==> config.mk <==
export PLATFORM = sky130hd
export DESIGN_NAME = simd_csr
export DESIGN_NICKNAME = d
export VERILOG_FILES = /design/src/rtl/simd_csr.sv
export SDC_FILE = /design/constraint.sdc
export NUM_CORES = 1
export LEC_CHECK = 0
export BUFFER_PORTS_ARGS = -buffer_cell sky130_fd_sc_hd__buf_2
export CORE_MARGIN = 5
export CORE_UTILIZATION = 40
export CTS_CLUSTER_SIZE = 40
export DETAILED_ROUTE_END_ITERATION = 10
export PLACE_DENSITY = 0.81
export SLEW_MARGIN = 20
export SYNTH_ARGS = -nofsm -noshare
export SYNTH_HDL_FRONTEND = slang
export SYNTH_SLANG_ARGS = --single-unit
export TNS_END_PERCENT = 30
==> constraint.sdc <==
create_clock -name clk -period 1.4 [get_ports clk]
set_input_delay 0.14 -clock clk [delete_from_list [all_inputs] [get_ports clk]]
set_output_delay 0.14 -clock clk [all_outputs]
set_load 0.03 [all_outputs]
==> src/rtl/simd_csr.sv <==
module simd_csr #(
  parameter logic [31:0] RESET_VAL = 32'h0000_1F80
) (
  input  logic        clk,
  input  logic        rst_n,
  input  logic        ld_en,
  input  logic [31:0] ld_data,
  output logic        ld_fault,
  output logic [31:0] st_data,
  input  logic        op_valid,
  input  logic [5:0]  op_exc,
  output logic        exc_req,
  output logic [1:0]  rnd_mode,
  output logic        daz,
  output logic        ftz
);

  logic [15:0] csr_q;
  logic [15:0] base;
  logic        ld_ok;

  assign ld_fault = ld_en && (ld_data[31:16] != 16'h0);
  assign ld_ok    = ld_en && !ld_fault;
  assign base     = ld_ok ? ld_data[15:0] : csr_q;

  always_ff @(posedge clk or negedge rst_n) begin
    if (!rst_n)
      csr_q <= RESET_VAL[15:0];
    else if (ld_ok || op_valid)
      csr_q <= {base[15:6], base[5:0] | (op_valid ? op_exc : 6'h0)};
  end

  assign st_data  = {16'h0, csr_q};
  assign exc_req  = op_valid && ((op_exc & ~csr_q[12:7]) != 6'h0);
  assign rnd_mode = csr_q[14:13];
  assign daz      = csr_q[6];
  assign ftz      = csr_q[15];


  load_take_chk: assert property (@(posedge clk) disable iff (!rst_n)
    (ld_en && ld_data[31:16] == 16'h0 && !op_valid) |=> st_data == $past(ld_data));


  fault_keep_chk: assert property (@(posedge clk) disable iff (!rst_n)
    (ld_fault && !op_valid) |=> $stable(st_data));


  reserved_zero_chk: assert property (@(posedge clk) disable iff (!rst_n)
    st_data[31:16] == 16'h0);


  flags_sticky_chk: assert property (@(posedge clk) disable iff (!rst_n)
    (!ld_en && op_valid) |=> (st_data[5:0] & $past(st_data[5:0] | op_exc)) == $past(st_data[5:0] | op_exc));


  req_needs_op_chk: assert property (@(posedge clk) disable iff (!rst_n)
    exc_req |-> op_valid && op_exc != 6'h0);


  fault_needs_load_chk: assert property (@(posedge clk) disable iff (!rst_n)
    ld_fault |-> ld_en);

endmodule

# ---- Yosys cells after proc, flatten, opt, wreduce, memory -nomap -nowiden
# Cells that the tools add are included.
dict set report word_totals {
  ram_bits 0
  output_inout_bits 38
  n_memories 0
  inputBits 42
  regBits 16
  latch_bits 0
  mem_bits_ro 0
}
dict set report classes {
  eq_ne 0
  n_bitwise 3
  n_lt_le_gt_ge 0
  n_div 0
  n_mux 2
  mul 0
  reduce_logical 8
  shifts 0
  n_addsub 0
}
# operator n
set op_table {}
lappend op_table {{nonzero test 16 bit} 1}
lappend op_table {{2-to-1 mux 6 bit} 2}
lappend op_table {{AND 6 bit} 1}
lappend op_table {{inverter 6 bit} 1}
lappend op_table {{bitwise OR 6 bit} 1}
lappend op_table {{nonzero test 6 bit} 1}
lappend op_table {{logical AND 1 bit} 3}
lappend op_table {{AND reduction 2 bit} 1}
lappend op_table {{logical NOT 1 bit} 1}
lappend op_table {{logical OR 1 bit} 1}

# ---- Longest topological paths before layout
# Gate-level depths: netlist of the first run.
dict set report logic_depth {
  ltp_word 6
  depth_mapped 6
  mapped_depth_nobuf 4
}

# ---- Worst setup path before layout of the first run
# Ideal clock, no wire load.
dict set report synth_path {
  path_type {in2reg}
  start {input port ld_data[27]}
  end {register csr_q[13]}
  setup_ns 0.125
  path_stages 6
  setup_slack_ns 0.004
  arrival_time_ns 1.270
  n_path_buf 2
  path_cell_list {nor4_1 and4_1 buf_6 nand2_4 buf_6 mux2_4}
}
dict set report synth_via {
  elab_chain_cells 6
}
# element line_no
set synth_rtl {}
lappend synth_rtl {{from (decl)} 7} ;# input logic [31:0] ld_data,
lappend synth_rtl {{nonzero test 16 bit *} 22} ;# assign ld_fault = ld_en && (ld_data[31:16] != 16'h0);
lappend synth_rtl {{logical AND 1 bit *} 22}
lappend synth_rtl {{logical NOT 1 bit *} 23} ;# assign ld_ok = ld_en && !ld_fault;
lappend synth_rtl {{logical AND 1 bit *} 23}
lappend synth_rtl {{logical OR 1 bit} 29} ;# else if (ld_ok || op_valid)
lappend synth_rtl {{AND reduction 2 bit (no source line) *} n/a}
lappend synth_rtl {{to (signal assigned)} 28} ;# csr_q <= RESET_VAL[15:0];
lappend synth_rtl {{to (signal assigned)} 30} ;# csr_q <= {base[15:6], base[5:0] | (op_valid ? op_exc : 6'h0)};
lappend synth_rtl {{to (decl)} 18} ;# logic [15:0] csr_q;
# Every way passes the cells marked *; elsewhere a longest branch is shown, timed or not.
# A chain may end at the register's enable or synchronous reset.

# ---- Final worst setup path of the first run
dict set report layout_path {
  start {register csr_q[10]}
  end {output port exc_req}
}
dict set report layout_via {
  elab_chain_cells 4
}
# element line_no
set layout_rtl {}
lappend layout_rtl {{inverter 6 bit} 34} ;# assign exc_req = op_valid && ((op_exc & ~csr_q[12:7]) != 6'h0);
lappend layout_rtl {{AND 6 bit} 34}
lappend layout_rtl {{nonzero test 6 bit} 34}
lappend layout_rtl {{logical AND 1 bit} 34}
lappend layout_rtl {{to (decl)} 12} ;# output logic exc_req,
# Every way passes these cells.

==> summary.txt, run 1 <==
Status
  – Status: complete, but fails checks
  – Failing checks: negative setup slack

STA
  – Final WS setup: -124 ps
  – Setup TNS: -124 ps
  – Fin crit share: 109%
  – Setup Viol. Count Final: 1
  – Max Slew Vio Count: 0
  – Final Hold Vio Count: 0
  – Clock Skew: 0 ps
  – Final critical-path required period: 1520 ps
  – F_max: 656 MHz
  – RSZ-0062 raised after global routing: yes
  – Final hold slack: 65.2 ps

Final layout
  – Most flop-heavy register: csr_q
  – Top Registers: csr_q x16
  – Final #Nets: 194
  – Max reg flops: 16
  – Post-route cell area: 0.00132 mm^2
  – Share of layout cells above drive strength 1: 64.2%
  – # diodes: 0
  – Area growth from synthesis to layout: 39.9%
  – Fill count: 203
  – Finished Layout Cells: 179

Placement
  – Placed cells: 168
  – Placer Congestion: 0.748
  – Port Buf Inserts: 63
  – Hpwl dp: 2020 um
  – Placed inst area: 0.00118 mm^2

GRT
  – First-pass GRT wire length: 4000 um
  – Grt total ovfl: 0
  – Met1 Track Usage GR: 17.2%
  – Vias in the first global route: 912
  – Gr busiest metal: met2
  – Initial antenna violation count: 0
  – Largest net degree at the start of global routing: 17
  – M2 GR Usage: 27.6%
  – GR Layer Usage met3: 2.85%
  – Total track usage: 15.0%

Drt
  – Via density: 4.73
  – WL/cell: 14.2 um
  – Number of DRC markers in iteration 0: 12
  – Residual DRC count: 0
  – Drt pass-1 iters: 4
  – Routed wire length: 2540 um
  – DRT antenna net count: 0
  – Vias: 846

Yosys
  – Number of enable flip-flop cells after synthesis: 0
  – Largest family of logic cells by synthesized area: buffers and inverters
  – Simple-gate area share of the yosys netlist: 9.72%
  – Post-synthesis mux area share: 14.8%
  – Area share of fa/ha/maj cells after synthesis: 0%
  – Avg Synthesized Cell Area: 11.3 um^2
  – FFs w/ async S/R, synth: 100%
  – Synth warnings: 0
  – Post-Synthesis Cells: 83
  – Synth Flop Type: dfrtp_1
  – Post-synthesis sequential area ratio: 43.4%
  – Synth Area in Compound Gates: 10.5%
  – Cell variety after synth: 21
  – XOR/XNOR Fraction of Synth Area: 0%
  – Post-synthesis instance area: 940 um^2
  – Flops & latches, synth: 16

Setup path
  – Kind of critical path: reg2out
  – Crit path required time: 1260 ps
  – Arr. time, crit path: 1380 ps
  – Critical path launch point type: register
  – Setup crit end kind: output port
  – CP Max Fanout: 2

Die
  – Die Width: 58.5 um
  – Num rows: 17
  – Die footprint: 0.00342 mm^2
  – Chip Height: 58.5 um
  – # IOs: 80
  – Initial Util: 42.1%
  – Core area: 0.00223 mm^2

Clocking
  – Clock buffer depth: 2
  – Worst skew pair latency: 300 ps
  – CTS Buf Count: 3
  – Clk root buf: clkbuf_4
  – CTS Sinks: 16
  – Clock slew at reported path FFs: 100 ps
  – CTS HTree Levels: 1
  – CTS tree: done

Power
  – PwrDens: 724 mW/mm^2
  – Leakage power: 0.738 nW
  – Final Power: 0.000953 W
  – VDD IR max: 0.738 mV

Hold path
  – HP Class: in2reg

Run
  – MaxCap Viol Count: 0
-- worst paths after layout --
check	startpoint	slack (ps)	depth (start not counted)	to
max	csr_q[10]	-120	3	exc_req
min	ld_data[8]	70	2	csr_q[8]
max reg2reg	csr_q[11]	560	2	csr_q[11]
min reg2reg	csr_q[2]	510	2	csr_q[2]
max in group asynchronous	rst_n	840	2	csr_q[9]
min in group asynchronous	rst_n	260	2	csr_q[15]
-- cells in the final DEF, fill, tap and decap left out, drive strengths merged --
master / netlist / routed
mux2: 10 / 10
o21ai: 3 / 3
dfrtp: 10 / 10
and4: 1 / 1
buf: 22 / 70
inv: 7 / 7
nand2: 4 / 4
nor2: 1 / 1
nor4: 4 / 4
clkbuf: 0 / 4
and3: 3 / 3
dfstp: 6 / 6
o31a: 1 / 1
o22ai: 3 / 3
conb: 1 / 16
dlygate4sd3: 0 / 1
nand4: 1 / 1
a221o: 3 / 3
a32oi: 3 / 3
-- cell type report --
| type | count | area (um^2) | area share (%) |
|---|---|---|---|
| Sequential cell | 16 | 408 | 31.0 |
| Inverter | 7 | 26.3 | 2.00 |
| Tap cell | 28 | 35.0 | 2.66 |
| Multi-Input combinational cell | 53 | 425 | 32.4 |
| Clock buffer | 4 | 36.3 | 2.76 |
| Timing Repair Buffer | 71 | 384 | 29.2 |
-- power breakdown --
group          switching, W  internal [W]
registers      0.0000000721      0.000463
logic              0.000116     0.0000581
clock network      0.000157      0.000159
-- cell families (layout without fill, tap and decap cells) --
kind of cell / after synthesis / after routing
AO/OA/AOI/OAI: 13 / 13
AND/OR/NAND/NOR: 14 / 14
multiplexers: 10 / 10
buffers and inverters: 29 / 82
flip-flops: 16 / 16
other: 1 / 16
-- per-layer routing --
layer / vias to the layer above / share of wire, %
li1: 392 / -
met1: 399 / 34
met2: 49 / 54
met3: 6 / 10
met4: 0 / 1.8
met5: - / 0
-- timing repair --
item / CTS / global route
cloned: 0 / 0
endpoints found under the hold margin: 10 / 0
setup buffers: 6 / 0
gates resized for setup: 6 / 3
setup endpoints to repair: 2 / 2
hold buffers: 1 / 0
pin swaps: 3 / 1
-- Yosys cell counts (2+ instances only) --
library cell  instances  area, um^2
inv_1                 7        26.3
nand2_1               3        11.3
o21ai_0               3        15.0
mux2_4                7         105
dfrtp_1              10         250
buf_4                20         150
mux2_2                3        33.8
dfstp_2               6         158
and3_1                3        18.8
a32oi_1               3        26.3
a221o_1               3        30.0
nor4_1                3        18.8
buf_6                 2        22.5
o22ai_1               3        18.8
-- critical path: stages, from the launching register on --
cell,delay [ps]
dfstp_2,550
o22ai_2,70
o31a_1,320
buf_6,150
-- through the flow --
stage                     utilization, %  setup WS, ps
after global placement              52.9         -92.3
after CTS                           58.2          -112
after global routing                58.9          -164
after floorplan                        -          4.47
final                               58.9          -124
after detailed placement            52.9          -167
(Power assumes the default switching activity.)
==> run 2: changes to the inputs <==
Settings changed: CORE_UTILIZATION 40 to 37, PLACE_DENSITY 0.81 to 0.76, REMOVE_ABC_BUFFERS set to 1.
Clock period 1.4 ns to 1.55 ns, I/O delays scaled along.
==> run 2 against run 1 <==
  * The flow now finishes without violations
  * Sequential share of layout area rose by 1.1 points
  * Via count fell by 0.24%
  * Count of clock-buffer cells in the layout did not move
  * Critical path depth did not move
  * Sequential cell count did not move
  * Core utilization fell by 7.1 points
  * Routed wire length fell by 2.1%
  * Global-route usage fell by 1.6 points
  * Power fell by 11%
  * Non-clock buffer count fell by 4
==> summary.txt, run 2 (synthesis gave the netlist of run 1 again) <==
Final layout
  – Multi-input logic area: 409 um^2 (-3.8%)
  – Max reg flops: 16 (unchanged)
  – Most flop-heavy register: csr_q
  – Finished Layout Cells: 177 (-1.1%)
  – Final #Nets: 190 (-2.1%)
  – Top Registers: csr_q x16
  – Fill count: 223 (+9.9%)
  – Most frequent cells in the layout: buf_2, conb_1, dfrtp_1, inv_1, mux2_4
  – Area growth from synthesis to layout: 35.3%
  – Share of layout cells above drive strength 1: 62.6% (-1.7 points)
  – Commonest non-fill, non-tap cell in the layout: buf_2
  – # diodes: 0 (unchanged)
  – Reg area: 408 um^2 (unchanged)
  – Post-route cell area: 0.00127 mm^2 (-3.3%)

STA
  – RSZ-0062 raised after global routing: yes
  – Fin crit share: 98.2%
  – Final Hold Vio Count: 0 (unchanged)
  – F_max: 657 MHz
  – Setup Viol. Count Final: 0 (-1)
  – Final critical-path required period: 1520 ps
  – Clock Skew: 0 ps (unchanged)
  – Max Slew Vio Count: 0 (unchanged)

Drt
  – Number of DRC markers in iteration 0: 6 (-6)
  – DRT antenna net count: 0 (unchanged)
  – Routed wire length: 2490 um (-2.1%)
  – Via density: 4.77 (+0.89%)
  – Vias: 844 (-0.24%)
  – Drt pass-1 iters: 4 (unchanged)
  – Residual DRC count: 0 (unchanged)
  – WL/cell: 14.0 um (-1.0%)

Placement
  – Placed inst area: 0.00119 mm^2 (+0.85%)
  – Hpwl dp: 2020 um (about the same)
  – Port Buf Inserts: 63 (unchanged)
  – Placer Congestion: 0.719 (-3.8%)
  – Placed cells: 171 (+1.8%)

Clocking
  – Clk root buf: clkbuf_4
  – CTS Sinks: 16 (unchanged)
  – CTS Buf Count: 3 (unchanged)
  – CTS HTree Levels: 1 (unchanged)
  – Clock slew at reported path FFs: 100 ps (about the same)
  – Worst skew pair latency: 280 ps (-20 ps)
  – Clock buffer depth: 2 (unchanged)
  – CTS tree: done

Setup path
  – Crit path required time: 1390 ps (+130 ps)
  – Critical path launch point type: register
  – CP Max Fanout: 3 (+1)
  – Reg-to-Reg Start: csr_q[1]
  – Worst Reg-to-Reg Cells: 1 (-1)
  – Kind of critical path: reg2out
  – Worst r2r dst: csr_q[1]
  – Arr. time, crit path: 1370 ps (about the same)
  – Worst R2R Setup Slack: 720 ps (+160 ps)
  – Setup crit end kind: output port

Power
  – PwrDens: 669 mW/mm^2 (-7.7%)
  – VDD IR max: 0.398 mV (-46%)
  – Leakage power: 0.709 nW (-4.0%)
  – Final Power: 0.000850 W (-11%)

Die
  – Die Width: 60.4 um (+3.3%)
  – Die footprint: 0.00365 mm^2 (+6.7%)
  – Initial Util: 38.3% (-3.8 points)
  – Core area: 0.00245 mm^2 (+9.9%)
  – # IOs: 80 (unchanged)
  – Chip Height: 60.4 um (+3.3%)
  – Num rows: 18 (+1)

GRT
  – First-pass GRT wire length: 3660 um (-8.3%)
  – Vias in the first global route: 888 (-2.6%)
  – Total track usage: 13.4% (-1.6 points)
  – Grt total ovfl: 0 (unchanged)
  – Initial antenna violation count: 0 (unchanged)
  – Largest net degree at the start of global routing: 17 (unchanged)

Hold path
  – Hold_sp: op_exc[4]
  – Hold path cells: 3 (+1)
  – HP Class: in2reg
  – WHS Endpoint: csr_q[4]

Run
  – MaxCap Viol Count: 0 (unchanged)

Status
  – Status: completed
-- run 2: cell count changes in the layout (fill, tap and decap cells not counted), sizes merged --
cell	change
buf	-4
-- run 2: layer usage --
metal | share of wire [%] | global-route usage, % | wire length [um]
met1 | 34 | 14.1 | 836
met2 | 49 | 24.2 | 1210
met3 | 16 | 4.47 | 401
met4 | 1.5 | 5.70 | 37
met5 | 0 | 0 | 0
-- run 2: final cells by class --
cell class,instances,share of cell area [%]
clock buffers,4,2.85
flip-flops and latches,16,32.1
inverters,7,2.07
multi-input cells,53,32.2
repair buffers,67,27.9
well taps,30,2.95
-- run 2: where the power goes --
group          switching (W)  internal, W
sequential      0.0000000695     0.000418
clock               0.000136     0.000143
combinational       0.000101    0.0000517
total               0.000237     0.000613
-- run 2: repair_timing --
action / in CTS / in global routing
hold buffers: 1 / 0
setup buffers: 0 / 1
endpoints found under the setup margin: 1 / 2
resized for setup: 1 / 5
hold endpoints to repair: 10 / 0
-- run 2: how the worst max path moves through the flow --
stage                            to  slack, ps  cells after the start        start
final                       exc_req         30                      3    csr_q[12]
after global routing        exc_req        -10                      3    csr_q[12]
after CTS                   exc_req        0.6                      3    csr_q[12]
after detailed placement  csr_q[13]         -6                      5  ld_data[20]
after global placement    csr_q[13]         60                      5  ld_data[19]
after floorplan           csr_q[13]        140                      4  ld_data[27]
-- run 2: worst max-delay path, cell delays in order, from the launching register on --
cell and delay [ps]:
dfstp_2 560, o22ai_1 90, o31a_1 290, buf_6 140
-- run 2: stage by stage --
| step | hold WS, ps | TNS [ps] | utilization, % | setup WS [ps] |
|---|---|---|---|---|
| 6_report | 83.8 | 0 | 51.8 | 27.5 |
| 5_1_grt | 85.6 | -14.5 | 51.8 | -14.5 |
| 4_1_cts | 75.6 | 0 | 50.5 | 0.595 |
| 3_5_place_dp | 87.2 | -13.8 | 48.5 | -5.56 |
| 3_3_place_gp | 74.7 | 0 | 48.5 | 61.0 |
| 2_1_floorplan | -141 | 0 | - | 137 |
